==> src/rtl/dprot_pkg.sv <==
package dprot_pkg;

  localparam int DESC_W = 8;
  localparam logic [7:0] PROT_CAUSE = 8'h23;

  typedef struct packed {
    logic [1:0] pg_size;
    logic       gen0_only;
    logic       sup_wr;
    logic       usr_wr;
    logic       usr_rd;
    logic       dirty;
    logic       valid;
  } desc_t;

  function automatic int unsigned page_shift(input logic [1:0] code);
    case (code)
      2'd0:    page_shift = 10;
      2'd1:    page_shift = 12;
      2'd2:    page_shift = 20;
      default: page_shift = 22;
    endcase
  endfunction

endpackage

==> src/rtl/dprot_entry_table.sv <==
module dprot_entry_table
  import dprot_pkg::*;
#(
  parameter int N_ENTRIES = 16,
  parameter int ADDR_W    = 32,
  localparam int IDX_W    = (N_ENTRIES > 1) ? $clog2(N_ENTRIES) : 1
) (
  input  logic              clk,
  input  logic              rst,
  input  logic              wr_base_en,
  input  logic              wr_desc_en,
  input  logic [IDX_W-1:0]  wr_idx,
  input  logic [ADDR_W-1:0] wr_data,
  input  logic [ADDR_W-1:0] acc_addr,
  output logic [N_ENTRIES-1:0] hit_vec,
  output desc_t             hit_desc,
  output logic              any_hit,
  output logic              multi_hit
);

  desc_t desc_arr [N_ENTRIES];

  for (genvar i = 0; i < N_ENTRIES; i++) begin : g_ent
    logic [ADDR_W-1:0] base_q;
    desc_t             desc_q;
    logic [ADDR_W-1:0] page_mask;

    always_ff @(posedge clk) begin
      if (rst) begin
        base_q <= '0;
        desc_q <= '0;
      end else begin
        if (wr_base_en && wr_idx == IDX_W'(i)) base_q <= wr_data;
        if (wr_desc_en && wr_idx == IDX_W'(i)) desc_q <= desc_t'(wr_data[DESC_W-1:0]);
      end
    end

    assign page_mask   = {ADDR_W{1'b1}} << page_shift(desc_q.pg_size);
    assign hit_vec[i]  = desc_q.valid && (((acc_addr ^ base_q) & page_mask) == '0);
    assign desc_arr[i] = desc_q;
  end

  logic [IDX_W:0] hit_cnt;

  always_comb begin
    hit_desc = '0;
    hit_cnt  = '0;
    for (int i = 0; i < N_ENTRIES; i++) begin
      if (hit_vec[i]) begin
        hit_desc = hit_desc | desc_arr[i];
        hit_cnt  = hit_cnt + 1'b1;
      end
    end
    any_hit   = (hit_cnt != '0);
    multi_hit = (hit_cnt > 1);
  end

  // A descriptor written with its valid bit clear can never produce a hit.
  assert_cleared_entry_misses_R3: assert property (@(posedge clk) disable iff (rst)
    (wr_desc_en && !wr_data[0]) |=> !hit_vec[$past(wr_idx)]);

endmodule

==> config.mk <==
export PLATFORM = sky130hd
export DESIGN_NAME = dprot_entry_table
export DESIGN_NICKNAME = d
export VERILOG_FILES = /design/src/rtl/dprot_pkg.sv /design/src/rtl/dprot_entry_table.sv
export SDC_FILE = /design/constraint.sdc
export NUM_CORES = 2
export LEC_CHECK = 0
export ABC_CLOCK_PERIOD_IN_PS = 12460
export BUFFER_PORTS_ARGS = -buffer_cell sky130_fd_sc_hd__clkbuf_2
export CAP_MARGIN = 10
export CORE_MARGIN = 4
export CORE_UTILIZATION = 63
export CTS_CLUSTER_SIZE = 40
export DETAILED_ROUTE_END_ITERATION = 12
export PLACE_DENSITY_LB_ADDON = 0.08
export SYNTH_ARGS = -nofsm -noshare
export SYNTH_HDL_FRONTEND = slang
export SYNTH_SLANG_ARGS = --single-unit
==> constraint.sdc <==
create_clock -name clk -period 12.46 [get_ports clk]
set_input_delay 0.623 -clock clk [delete_from_list [all_inputs] [get_ports clk]]
set_output_delay 0.623 -clock clk [all_outputs]
set_load 0.1 [all_outputs]
==> impl_metrics.env <==
export IMPL_grt_ovfl_total=0
export IMPL_avgRoutedWirePerCell_um=24.6
export IMPL_min_delay_start="desc_arr[121]"
export IMPL_drv_slew=0
export IMPL_swShare=0.261
export IMPL_drtPass1Iterations=6
export IMPL_hold_end="desc_arr[121]"
export IMPL_drt_wl_total_um=118000
export IMPL_syn_area_um2=32400
export IMPL_crit_arrival_ns=11.48
export IMPL_fin_nets=4271
export IMPL_finalSetupViolCount=0
export IMPL_crit_path_frequent_cell="ha_1"
export IMPL_std_cell_rows=82
export IMPL_r2r_start="desc_arr[86]"
export IMPL_yosysSeqAreaShare=0.380
export IMPL_synthTopCellsByArea="dfxtp_1 (38%), nand2_1 (13%), a21oi_1 (9.1%), xnor2_1 (7.8%), xor2_1 (6.3%)"
export IMPL_clockRootBuffer="clkbuf_16"
export IMPL_drv_cap=0
export IMPL_setup_tns_ns=0
export IMPL_grt_max_degree=196
export IMPL_start_util=0.642
export IMPL_die_x_um=235
export IMPL_synth_ff_type="dfxtp_1"
export IMPL_design_core_area_um2=50500
export IMPL_globalplace_congestion=1.01
export IMPL_ios=98
export IMPL_area_growth_pct=9.41
export IMPL_outcome="complete, no violations"
export IMPL_numPortBuffers=97
export IMPL_ys_async_sr_fraction=0
export IMPL_whs_ns=0.458
export IMPL_drc_errors=0
export IMPL_cts_buffers=66
export IMPL_power_frac_comb=0.093
export IMPL_tritoncts="done"
export IMPL_hold_depth=2
export IMPL_antenna_found_initial=6
export IMPL_p_seq_frac=0.457
export IMPL_endpoint_kind="output pin"
export IMPL_reg2reg_depth=2
export IMPL_crit_path_top_delay_cell="dfxtp_1"
export IMPL_via_per_inst=6.15
export IMPL_clockBufferDepth=3
export IMPL_grt_total_usage=0.406
export IMPL_clkTransAtPathRegs_ns=0.06
export IMPL_num_vias=29500
export IMPL_hold_path_class="reg2reg"
export IMPL_slew_headroom=0.0743
export IMPL_ys_warn_count=0
export IMPL_max_stage_delay_ns=0.52
export IMPL_clk_latency_ns=0.60
export IMPL_die_area_um2=55100
export IMPL_worst_ir_drop_vdd_mv=0.0991
export IMPL_r2r_slack_ns=11.47
export IMPL_htree_levels=3
export IMPL_synth_edf_count=0
export IMPL_start_kind="register"
export IMPL_internal_power_uw=3250
export IMPL_worst_slew_pin_slew_ns=1.39
export IMPL_avgSynthCellArea_um2=7.80
export IMPL_synth_seq_cells=616
export IMPL_synth_top_area_frac=0.380
export IMPL_fin_skew_ns=0
export IMPL_grt_pass1_vias=26500
export IMPL_power_density_nw_per_um2=124
export IMPL_final_layout_size_suffix_gt1_frac=0.0855
export IMPL_crit_type="reg2out"
export IMPL_die_h_um=235
export IMPL_critPathMaxFanout=9
export IMPL_synth_cells=4156
export IMPL_synth_nets=4355
export IMPL_holdBufCountCts=0
export IMPL_cp_data_required_time_ns=11.84
export IMPL_ys_types=84
export IMPL_fin_crit_sh=0.971
export IMPL_power_leakage_uw=0.0130
export IMPL_p_switching_uw=1150
export IMPL_cts_sinks=616
export IMPL_period_needed_ns=12.10
export IMPL_r2r_end="desc_arr[86]"
export IMPL_drtAntennaViolNets=0
export IMPL_max_freq_ghz=0.0827
export IMPL_dp_hpwl_um=77200
export IMPL_clockPowerShare=0.450
export IMPL_grt_pass1_wl_um=172000
export IMPL_hold_violations=0
export IMPL_detail_route_iter0_violations=3862
export IMPL_synth_top_area_cell="dfxtp_1"
## power by group through the flow
stage	combinational (uW)	sequential (uW)	clock (uW)
after floorplan	248	2050	0
after global placement	384	2060	0
after detailed placement	386	2060	0
after CTS	389	2010	1990
after global routing	421	2020	2060
final	408	2010	1980
## state kept, by name, indices dropped and copies added, names as in the netlist
register      flops
desc_arr        128
g_ent.base_q    488
## routing by layer
layer | vias up | part of all wire | GRT usage
met4 | 2 | 0.052 | 0.180
met3 | 349 | 0.14 | 0.115
met2 | 1791 | 0.41 | 0.581
li1 | 13500 | - | -
met5 | - | 0.00042 | 0
met1 | 13800 | 0.40 | 0.570
## synthesized netlist by cell type, types with 5 or more instances
library cell  instances
o31ai_1               8
o22ai_1              11
dfxtp_1             616
o21ai_0              65
a22o_1                9
nand4_1              47
nor4_1               28
clkbuf_1            267
a22oi_1              24
inv_1                64
or4_1                 5
o2111ai_1             7
a21o_1                6
o21ai_1               7
xnor2_1             290
nor2b_1               9
a31oi_1              17
buf_2                54
a211oi_1              8
ha_1                127
or2_2                 5
a21oi_1             590
mux2i_1             110
nand2b_1              6
nor3_1               23
buf_1                 7
and2_1                8
nand3_1              68
xor2_1              232
buf_4                 5
nor2_1              198
and3_1               10
o21bai_1             10
a221oi_1             15
nand2_1            1106
## how the worst max path moves through the flow
stage / from / cells after the start / end
5_1_grt: desc_arr[126] / 51 / any_hit
6_report: desc_arr[110] / 49 / any_hit
2_1_floorplan: acc_addr[29] / 48 / any_hit
4_1_cts: desc_arr[119] / 51 / any_hit
3_5_place_dp: desc_arr[119] / 51 / any_hit
3_3_place_gp: acc_addr[26] / 49 / any_hit
## cells by family after synthesis
logic type | share of synthesized area
AO/OA/AOI/OAI | 0.144
XOR/XNOR | 0.148
adder cells (fa/ha/maj) | 0.0490
buffers and inverters | 0.0487
flip-flops | 0.380
multiplexers | 0.0354
AND/OR/NAND/NOR | 0.195
## critical path, delay by kind of cell (launching register included)
family,cells,cell delay [ns]
buf+inv,6,0.82
compound gates,8,1.73
mux,5,1.40
flops,1,0.52
fa+ha+maj,14,4.30
simple gates,16,2.08
## repair_timing
item | CTS | global route
pin swaps | 0 | 7
resized for setup | 1 | 21
gates cloned | 0 | 0
setup buffers | 0 | 5
hold endpoints to repair | 0 | 0
endpoints found under the setup margin | 1 | 2
## placed cells by master, fill, tap and decap left out, types with 6 or more instances in the layout
cell type	synthesis	final
a211oi_1	8	8
a21o_1	6	6
a21oi_1	590	590
a221oi_1	15	15
a22o_1	9	9
a22oi_1	24	24
a31oi_1	17	16
and2_1	8	8
and3_1	10	10
buf_4	5	82
clkbuf_1	267	14
clkbuf_16	0	69
clkbuf_2	0	94
clkbuf_8	0	12
clkinv_2	0	11
dfxtp_1	616	613
diode_2	0	6
ha_1	127	123
inv_1	64	62
mux2i_1	110	109
nand2_1	1106	1104
nand2b_1	6	6
nand3_1	68	67
nand4_1	47	47
nor2_1	198	181
nor2_2	0	11
nor2_4	0	6
nor2b_1	9	9
nor3_1	23	17
nor3_2	1	6
nor4_1	28	24
o2111ai_1	7	6
o21ai_0	65	65
o21ai_1	7	7
o21bai_1	10	10
o22ai_1	11	11
o31ai_1	8	8
xnor2_1	290	289
xor2_1	232	231
## layout make-up
| cell class | count | area, um2 |
|---|---|---|
| clock buffers | 95 | 1940 |
| multi-input cells | 3142 | 18700 |
| diodes | 6 | 15.0 |
| fillers | 4218 | 15000 |
| repair buffers | 181 | 1170 |
| inverters | 65 | 244 |
| well taps | 672 | 841 |
| clock inverters | 20 | 194 |
| flip-flops and latches | 616 | 12300 |
## metrics by stage
step	cells	area [um2]	worst slack, ns	util	power (uW)
after floorplan	4156	32400	0.297	-	2300
after global placement	4671	33200	0.718	0.657	2440
after detailed placement	4671	33200	0.686	0.657	2440
after CTS	4786	35300	0.105	0.700	4390
after global routing	4792	35500	-0.00755	0.702	4500
final	4797	35500	0.361	0.703	4410
Power figures use the tool's default switching activity.
